### config.mk
export PLATFORM = sky130hd
export DESIGN_NAME = mux_readout_seq
export DESIGN_NICKNAME = d
export VERILOG_FILES = /design/src/rtl/mrs_pkg.sv /design/src/rtl/mrs_uart_rx.sv /design/src/rtl/mrs_param_frame.sv /design/src/rtl/mrs_tick_engine.sv /design/src/rtl/mux_readout_seq.sv
export SDC_FILE = /design/constraint.sdc
export NUM_CORES = 1
export LEC_CHECK = 0
export ABC_AREA = 1
export ABC_CLOCK_PERIOD_IN_PS = 4900
export BUFFER_PORTS_ARGS = -buffer_cell sky130_fd_sc_hd__buf_2
export CAP_MARGIN = 20
export CORE_MARGIN = 2
export CORE_UTILIZATION = 63
export DETAILED_ROUTE_END_ITERATION = 16
export GPL_ROUTABILITY_DRIVEN = 0
export GPL_TIMING_DRIVEN = 0
export PLACE_DENSITY = 0.85
export SKIP_LAST_GASP = 1
export SLEW_MARGIN = 20
export SYNTH_ARGS = -nofsm -noshare
export SYNTH_HDL_FRONTEND = slang
export SYNTH_SLANG_ARGS = --single-unit
### constraint.sdc
create_clock -name clk -period 4.9 [get_ports clk]
set_input_delay 0.245 -clock clk [delete_from_list [all_inputs] [get_ports clk]]
set_output_delay 0.245 -clock clk [all_outputs]
set_load 0.01 [all_outputs]
### src/rtl/mrs_pkg.sv
package mrs_pkg;
  localparam int unsigned DW          = 8;
  localparam int unsigned CNT_W       = 11;
  localparam int unsigned PW          = 10;
  localparam int unsigned MAX_STROBES = 8;
  localparam int unsigned SW          = $clog2(MAX_STROBES + 1);
  localparam int unsigned STROBE_GAP  = 2;
  localparam int unsigned FRAME_BYTES = 5;

  typedef struct packed {
    logic [PW-1:0]    period;
    logic [DW-1:0]    delay;
    logic [SW-1:0]    nstrobe;
    logic [CNT_W-1:0] count;
  } seq_cfg_t;

  typedef enum logic [1:0] {
    RX_IDLE,
    RX_START,
    RX_DATA,
    RX_STOP
  } rx_state_e;
endpackage

### src/rtl/mrs_uart_rx.sv
module mrs_uart_rx
  import mrs_pkg::*;
#(
  parameter int unsigned CLKS_PER_BIT = 16,
  parameter int unsigned SYNC_STAGES  = 2
) (
  input  logic          clk,
  input  logic          rst_n,
  input  logic          ser_in,
  output logic          byte_vld,
  output logic          byte_err,
  output logic [DW-1:0] byte_data
);
  localparam int unsigned CW   = $clog2(CLKS_PER_BIT) + 1;
  localparam int unsigned HALF = CLKS_PER_BIT / 2;
  localparam logic [CW-1:0] BIT_END  = CW'(CLKS_PER_BIT - 1);
  localparam logic [CW-1:0] HALF_END = CW'(HALF - 1);

  logic [SYNC_STAGES-1:0] sync_q;
  logic                   line, line_prev;
  rx_state_e              state;
  logic [CW-1:0]          cnt;
  logic [2:0]             bit_idx;
  logic [DW-1:0]          shreg;

  genvar g;
  generate
    for (g = 0; g < SYNC_STAGES; g++) begin : g_sync
      if (g == 0) begin : g_first
        always_ff @(posedge clk) begin
          if (!rst_n) sync_q[0] <= 1'b1;
          else        sync_q[0] <= ser_in;
        end
      end else begin : g_rest
        always_ff @(posedge clk) begin
          if (!rst_n) sync_q[g] <= 1'b1;
          else        sync_q[g] <= sync_q[g-1];
        end
      end
    end
  endgenerate

  assign line = sync_q[SYNC_STAGES-1];

  always_ff @(posedge clk) begin
    if (!rst_n) begin
      state     <= RX_IDLE;
      cnt       <= '0;
      bit_idx   <= '0;
      shreg     <= '0;
      line_prev <= 1'b1;
      byte_vld  <= 1'b0;
      byte_err  <= 1'b0;
    end else begin
      line_prev <= line;
      byte_vld  <= 1'b0;
      byte_err  <= 1'b0;
      case (state)
        RX_IDLE: begin
          cnt <= '0;
          if (line_prev && !line) state <= RX_START;
        end
        RX_START: begin
          if (cnt == HALF_END) begin
            cnt     <= '0;
            bit_idx <= '0;
            state   <= line ? RX_IDLE : RX_DATA;
          end else begin
            cnt <= cnt + CW'(1);
          end
        end
        RX_DATA: begin
          if (cnt == BIT_END) begin
            cnt   <= '0;
            shreg <= {line, shreg[DW-1:1]};
            if (bit_idx == 3'd7) state <= RX_STOP;
            bit_idx <= bit_idx + 3'd1;
          end else begin
            cnt <= cnt + CW'(1);
          end
        end
        RX_STOP: begin
          if (cnt == BIT_END) begin
            cnt      <= '0;
            byte_vld <= line;
            byte_err <= !line;
            state    <= RX_IDLE;
          end else begin
            cnt <= cnt + CW'(1);
          end
        end
        default: state <= RX_IDLE;
      endcase
    end
  end

  assign byte_data = shreg;
endmodule

### src/rtl/mrs_param_frame.sv
module mrs_param_frame
  import mrs_pkg::*;
#(
  parameter int unsigned MIN_TICK = 8
) (
  input  logic          clk,
  input  logic          rst_n,
  input  logic          byte_vld,
  input  logic          byte_err,
  input  logic [DW-1:0] byte_data,
  input  logic          run,
  output seq_cfg_t      cfg
);
  localparam int unsigned IW   = $clog2(FRAME_BYTES);
  localparam int unsigned HI_W = CNT_W - DW;
  localparam logic [IW-1:0] LAST_IDX = IW'(FRAME_BYTES - 1);
  localparam logic [PW-1:0] GAP_V    = PW'(STROBE_GAP);
  localparam logic [PW-1:0] MIN_V    = PW'(MIN_TICK);

  logic [IW-1:0]          idx;
  logic [DW-1:0]          slot [FRAME_BYTES-1];
  logic                   pending;
  seq_cfg_t               staged, assembled;
  logic [SW-1:0]          s_clamped;
  logic [PW-1:0]          need, p_int;

  always_comb begin
    if (byte_data == '0)
      s_clamped = SW'(1);
    else if (byte_data > DW'(MAX_STROBES))
      s_clamped = SW'(MAX_STROBES);
    else
      s_clamped = byte_data[SW-1:0];
    need  = PW'(slot[3]) + PW'(s_clamped) * GAP_V;
    p_int = (PW'(slot[0]) > MIN_V) ? PW'(slot[0]) : MIN_V;
    assembled.period  = (need > p_int) ? need : p_int;
    assembled.delay   = slot[3];
    assembled.nstrobe = s_clamped;
    assembled.count   = {slot[2][HI_W-1:0], slot[1]};
  end

  genvar g;
  generate
    for (g = 0; g < FRAME_BYTES - 1; g++) begin : g_slot
      always_ff @(posedge clk) begin
        if (!rst_n)
          slot[g] <= '0;
        else if (byte_vld && idx == IW'(g))
          slot[g] <= byte_data;
      end
    end
  endgenerate

  always_ff @(posedge clk) begin
    if (!rst_n) begin
      idx         <= '0;
      pending     <= 1'b0;
      staged      <= '0;
      cfg.period  <= MIN_V;
      cfg.delay   <= DW'(2);
      cfg.nstrobe <= SW'(1);
      cfg.count   <= CNT_W'(128);
    end else begin
      if (pending && !run) begin
        cfg     <= staged;
        pending <= 1'b0;
      end
      if (byte_err) begin
        idx <= '0;
      end else if (byte_vld) begin
        if (idx == LAST_IDX) begin
          idx     <= '0;
          staged  <= assembled;
          pending <= 1'b1;
        end else begin
          idx <= idx + IW'(1);
        end
      end
    end
  end
endmodule

### src/rtl/mrs_tick_engine.sv
module mrs_tick_engine
  import mrs_pkg::*;
(
  input  logic     clk,
  input  logic     rst_n,
  input  logic     trig,
  input  seq_cfg_t cfg,
  output logic     run,
  output logic     token_o,
  output logic     phi1_o,
  output logic     phi2_o,
  output logic     conv_o,
  output logic     wr_o,
  output logic     busy_o
);
  localparam logic [PW-1:0] GAP_V = PW'(STROBE_GAP);

  logic             trig_q;
  logic             start;
  logic [PW-1:0]    t;
  logic [CNT_W-1:0] n;
  logic [PW-1:0]    half, off, slot_idx;
  logic             last_phase, last_tick, in_win;
  logic             token_n, phi1_n, phi2_n, conv_n;

  assign start = trig && !trig_q && !run && (cfg.count != '0);

  always_comb begin
    half       = cfg.period >> 1;
    last_phase = (t == cfg.period - PW'(1));
    last_tick  = (n == cfg.count - CNT_W'(1));
    in_win     = (t >= PW'(cfg.delay));
    off        = t - PW'(cfg.delay);
    slot_idx   = off / GAP_V;
    token_n    = run && (n == '0) && (t < half);
    phi1_n     = run && (t >= PW'(1)) && (t < half);
    phi2_n     = run && (t > half);
    conv_n     = run && in_win && ((off % GAP_V) == '0) &&
                 (slot_idx < PW'(cfg.nstrobe));
  end

  always_ff @(posedge clk) begin
    if (!rst_n) begin
      trig_q <= 1'b0;
      run    <= 1'b0;
      t      <= '0;
      n      <= '0;
    end else begin
      trig_q <= trig;
      if (start) begin
        run <= 1'b1;
        t   <= '0;
        n   <= '0;
      end else if (run) begin
        if (last_phase) begin
          t <= '0;
          if (last_tick) run <= 1'b0;
          else           n   <= n + CNT_W'(1);
        end else begin
          t <= t + PW'(1);
        end
      end
    end
  end

  always_ff @(posedge clk) begin
    if (!rst_n) begin
      token_o <= 1'b0;
      phi1_o  <= 1'b0;
      phi2_o  <= 1'b0;
      conv_o  <= 1'b0;
      wr_o    <= 1'b0;
      busy_o  <= 1'b0;
    end else begin
      token_o <= token_n;
      phi1_o  <= phi1_n;
      phi2_o  <= phi2_n;
      conv_o  <= conv_n;
      wr_o    <= conv_o;
      busy_o  <= run;
    end
  end
endmodule

### src/rtl/mux_readout_seq.sv
module mux_readout_seq
  import mrs_pkg::*;
#(
  parameter int unsigned CLKS_PER_BIT = 16,
  parameter int unsigned MIN_TICK     = 8,
  parameter int unsigned SYNC_STAGES  = 2
) (
  input  logic clk,
  input  logic rst_n,
  input  logic ser_in,
  input  logic trig,
  output logic mux_token,
  output logic mux_phi1,
  output logic mux_phi2,
  output logic adc_conv,
  output logic fifo_wr,
  output logic busy
);
  logic          rx_vld, rx_err, run;
  logic [DW-1:0] rx_byte;
  seq_cfg_t      cfg;

  mrs_uart_rx #(
    .CLKS_PER_BIT(CLKS_PER_BIT),
    .SYNC_STAGES (SYNC_STAGES)
  ) u_rx (
    .clk      (clk),
    .rst_n    (rst_n),
    .ser_in   (ser_in),
    .byte_vld (rx_vld),
    .byte_err (rx_err),
    .byte_data(rx_byte)
  );

  mrs_param_frame #(
    .MIN_TICK(MIN_TICK)
  ) u_frame (
    .clk      (clk),
    .rst_n    (rst_n),
    .byte_vld (rx_vld),
    .byte_err (rx_err),
    .byte_data(rx_byte),
    .run      (run),
    .cfg      (cfg)
  );

  mrs_tick_engine u_eng (
    .clk    (clk),
    .rst_n  (rst_n),
    .trig   (trig),
    .cfg    (cfg),
    .run    (run),
    .token_o(mux_token),
    .phi1_o (mux_phi1),
    .phi2_o (mux_phi2),
    .conv_o (adc_conv),
    .wr_o   (fifo_wr),
    .busy_o (busy)
  );
endmodule

* Word-level counts from Yosys, hierarchy flattened
Memories as Yosys holds them, arrays and structs flattened. A register that Yosys moved wholly into a read port is not among the register bits.
Cells that the tools add are included.
W data, S select, Z words.
** Word-level totals
- Register bits after elaboration :: 111
- RAM bits :: 32
- Bits of input ports :: 4
- Logic and storage cells :: 152
- Memories kept :: 1
** Operators by class
- Add/sub/neg operators :: 9
- Magnitude comparators :: 8
- Eq/ne operators :: 17
- Multiplexer cells :: 44
- Bitwise operators :: 7
- Reductions and logical operators :: 38
** Memories
- u_frame.slot :: depth 4, width 8, read ports 4, clocked after memory_dff 2, wr ports 4, RTL line mrs_param_frame.sv:21 : logic [DW-1:0] slot [FRAME_BYTES-1];
** Operator list (number)
- $mux W8 :: 5
- $mux W1 :: 21
- $mux W10 :: 2
- $logic_and A1 B1 Y1 :: 17
- $gt A8 B4 Y1 const B :: 2
- $pmux W5 S3 :: 1
- $mux W2 :: 6
- $reduce_and A3 Y1 :: 4
- $add A11 B1 Y11 const B :: 1
- $eq A11 B11 Y1 :: 1
- $logic_not A11 Y1 :: 1
- $reduce_bool A11 Y1 :: 1
- $sub A11 B1 Y11 const B :: 1
- $add A10 B1 Y10 const B :: 1
- $eq A10 B10 Y1 :: 1
- $ge A10 B1 Y1 const B :: 1
- $ge A10 B8 Y1 :: 1
- $gt A10 B10 Y1 :: 1
- $gt A10 B9 Y1 :: 1
- $logic_not A10 Y1 :: 1
- $lt A10 B9 Y1 :: 1
- $mux W5 :: 2
- $ne A2 B1 Y1 const B :: 5
- $sub A10 B1 Y10 const B :: 1
- 26 further kinds :: 44

* Logic depth before layout (Yosys ltp)
- Depth in word-level cells :: 6
- Mapped depth :: 23
- Mapped depth without buffers :: 22

* Hierarchy
Synthesis repeated with hierarchy kept, for this count alone.
** Second synthesis, totals
- Cells, all modules :: 1141
- Area, all modules :: 8274.2 um2
** By module, submodules not included
- mrs_param_frame :: times used 1, cells an instance 490, area an instance 4105.2 um2
- mrs_tick_engine :: times used 1, cells an instance 528, area an instance 3189.3 um2
- mrs_uart_rx :: times used 1, cells an instance 123, area an instance 979.7 um2

* Worst setup path after synthesis
OpenSTA, ideal clock, no wires.
- Path type :: register to register
- Start :: reg u_rx.shreg[4] (netlist: u_rx.byte_data[4])
- End :: reg u_frame.staged[27] in the netlist's numbering
- Setup time :: 70 ps
- Arrival time :: 3111 ps
- Required time :: 4830 ps
- Setup slack :: 1719 ps
- Stages on the path, launching flop included :: 23
- Buffers on the path :: 1
- Period minus slack after synthesis :: 3181 ps
- Cells stage by stage :: dfxtp_1 nor4_1 nand2_1 nor2_1 ha_1 fa_1 a21oi_1 o21ai_0 xor2_1 inv_1 ha_1 nand2_1 nor2_1 o21ai_0 inv_1 o21ai_0 nand2_1 nand2_1 nand2_2 buf_4 o21ai_0 nand2_1 a21oi_1
** RTL lines
- from (decl) :: RTL line mrs_uart_rx.sv:24 : logic [DW-1:0] shreg;
- from (signal assigned) :: RTL line mrs_uart_rx.sv:75 : shreg <= {line, shreg[DW-1:1]};
- to (signal assigned) :: RTL line mrs_param_frame.sv:73 : staged <= assembled;
- to (decl) :: RTL line mrs_param_frame.sv:23 : seq_cfg_t staged, assembled;

==> impl_metrics.toml <==
[die]
start_util_pct = 65.3
io_pins = 10
rows = 39
die_h_um = 113
core_area_mm2 = 0.0116
die-area_mm2 = 0.0129
die_w_um = 113

[clock_network]
cts-buffers-inserted = 17
clk_latency_ns = 0.44
cts.sinks = 147
path_clk_slew_ns = 0.06
htree_levels = 4
cts_buffer_depth = 2
cts_tree = "yes"
cts.repair.resized = 0
clockRootBuffer = "clkbuf_16"

[final_layout]
area_growth_syn_to_layout_pct = 10.8
layout_common_cells = "177 x nand2_1, 155 x nor2_1, 120 x dfxtp_1"
drive_above_1_share_pct = 6.15
num-nets-final = 1087
instances_no_fill = 1184
final_area_mm2 = 0.00837
final_common_cell = "nand2_1"
diodes = 0

[pwr]
p_per_area_mw_per_mm2 = 321
vdd_drop_max_mv = 0.358
leakage_nw = 3.52

[grt]
grt_pass1_wl_um = 28600
grt_max_degree = 17
grt_overflow = 0
grt_util_all_layers_pct = 27.8
first_global_vias = 6340
antenna_found_initial = 0

[timing]
fmax_mhz = 252
finalSetupViolations = 0
hold_viol = 0
post-route-period-util_pct = 81.1
finalMaxSlewViolations = 0
finalSetupTns_ns = 0
fin_crit_ns = 3.97
relSlewSlack_pct = 51.1
skew_ns = 0.00915
rsz0062_at_grt = "false"
fin_hold_ws_ns = 0.0283
worst_slew_pin_slew_ns = 0.734

[flow_run]
maxCapViolations = 0

[yosys]
syn_nets = 1059
syn_area_mm2 = 0.00755
ys_seq_elements = 147
synthCells = 1000
synthArstFlopShare_pct = 0
ys.flop_type = "dfxtp_1"
syn_avg_cell_area_um2 = 7.55
seq_area_frac_synth_pct = 42.5
synth_cell_types = 40
synth_edf_count = 27
yosys_warnings = 0

[placement]
dp.cells = 1151
placed_area_mm2 = 0.00777
place_hpwl_um = 12300
io_buffers = 8

[setup_path]
worstPathMaxFanout = 10
crit_path_end_kind = "register"
cp.arrival_ns = 4.34
crit_type = "reg -> reg"
required_ns = 5.26
crit_path_start_kind = "register"

[detailed_routing]
remaining_drc_errors = 0
drt-met1-wl_um = 7480
routed-wl-met2_um = 8210
ant_nets = 0
totalWireLength_um = 17000
wl_per_cell_um = 14.4
vias = 6595
topRoutingLayerUsed = "met4"
dr_wl_met3_um = 747
drt_iter0_markers = 728
viasPerCell = 5.57
drtPass1Iterations = 5

[hold_path]
hp-class = "in -> reg"

[status]
status = "completed"
==> synthesized netlist by cell type (2+ instances only) <==
| library cell | instances | share of area, % |
|---|---|---|
| a21oi_1 | 73 | 4.8 |
| nor3_2 | 2 | 0.27 |
| a211oi_1 | 3 | 0.30 |
| dfxtp_1 | 120 | 32 |
| o211ai_1 | 5 | 0.50 |
| inv_2 | 7 | 0.35 |
| nand2_1 | 177 | 8.8 |
| a31oi_1 | 3 | 0.25 |
| fa_1 | 2 | 0.53 |
| or2_2 | 3 | 0.25 |
| o21ai_0 | 79 | 5.2 |
| or2_1 | 2 | 0.17 |
| buf_2 | 6 | 0.40 |
| o31ai_1 | 2 | 0.20 |
| nand4_1 | 24 | 2.0 |
| xor2_1 | 20 | 2.3 |
| xnor2_1 | 6 | 0.70 |
| a2111oi_0 | 2 | 0.23 |
| nor2_1 | 155 | 7.7 |
| inv_1 | 109 | 5.4 |
| o21ai_1 | 5 | 0.33 |
| clkbuf_1 | 23 | 1.1 |
| nor3_1 | 10 | 0.66 |
| nor2_2 | 3 | 0.25 |
| edfxtp_1 | 27 | 11 |
| clkinv_1 | 2 | 0.099 |
| ha_1 | 53 | 8.8 |
| nand3b_1 | 4 | 0.40 |
| nand2_2 | 2 | 0.17 |
| nand3_1 | 55 | 3.6 |
| nor4_1 | 6 | 0.50 |
| buf_4 | 2 | 0.20 |
==> cell families after synthesis <==
kind of cell,share of synthesized area (%)
flops,42.5
compound gates,12.6
fa+ha+maj,9.31
buf+inv,7.65
xor+xnor,3.02
simple gates,24.9
==> what timing repair did <==
item,4_1_cts,5_1_grt
hold buffers,1,0
endpoints found under the hold margin,1,0
setup buffers,0,0
==> layer usage <==
layer  vias up  track usage [%]
li1       3350                -
met1      2997             33.6
met2       194             47.4
met3        54             5.79
met4         0             13.3
met5         -                0
==> area by class of cell <==
| type | instances | area (um2) |
|---|---|---|
| Buffer | 32 | 135 |
| Clock buffer | 21 | 460 |
| Clock inverter | 11 | 129 |
| Fill cell | 881 | 3190 |
| Inverter | 118 | 443 |
| Multi-Input combinational cell | 703 | 3760 |
| Sequential cell | 147 | 3210 |
| Tap cell | 143 | 179 |
| Timing Repair Buffer | 9 | 50.0 |
==> registers in the layout, indices dropped and copies added (netlist names), 3 cells and up, named ones only <==
register,flops
u_rx.cnt,5
u_frame.cfg,32
u_frame.idx,3
u_eng.t,10
u_frame.slot,27
u_eng.n,11
u_rx.byte_data,8
u_rx.bit_idx,3
u_frame.staged,32
==> critical path, stage by stage, from the launching register on <==
cell and delay (ns):
dfxtp_1 0.33, nor4_1 0.51, nand2_1 0.20, nor2_1 0.21
ha_1 0.22, fa_1 0.21, a21oi_1 0.08, o21ai_0 0.23
xor2_1 0.21, inv_1 0.08, ha_1 0.31, nand2_1 0.09
nor2_1 0.06, o21ai_0 0.07, inv_1 0.05, o21ai_0 0.16
nand2_1 0.06, nand2_1 0.11, nand2_2 0.10, buf_4 0.18
o21ai_0 0.23, nand2_1 0.08, a21oi_1 0.12
==> through the flow <==
stage	utilization [%]	power (mW)	setup WS [ns]
after floorplan	-	1.38	1.72
after global placement	67.2	1.42	1.04
after detailed placement	67.2	1.42	1.05
after CTS	72.4	2.69	0.997
after global routing	72.4	2.77	0.490
final	72.4	2.69	0.926
==> power by group <==
part           leakage (nW)  switching, mW  internal, mW
sequential             1.23         0.0103          1.25
clock                 0.274          0.509         0.778
combinational          2.02         0.0938        0.0458
==> worst paths after layout <==
kind                                   startpoint                  to  slack, ns  cells past startpoint
worst max register to register  u_rx.byte_data[4]  u_frame.staged[23]       0.93                     22
worst min-delay path                         trig        u_eng.trig_q       0.03                      3
worst min register to register     u_rx.sync_q[0]           u_rx.line       0.41                      1
worst max-delay path            u_rx.byte_data[4]  u_frame.staged[23]       0.93                     22
(Power assumes the default switching activity.)
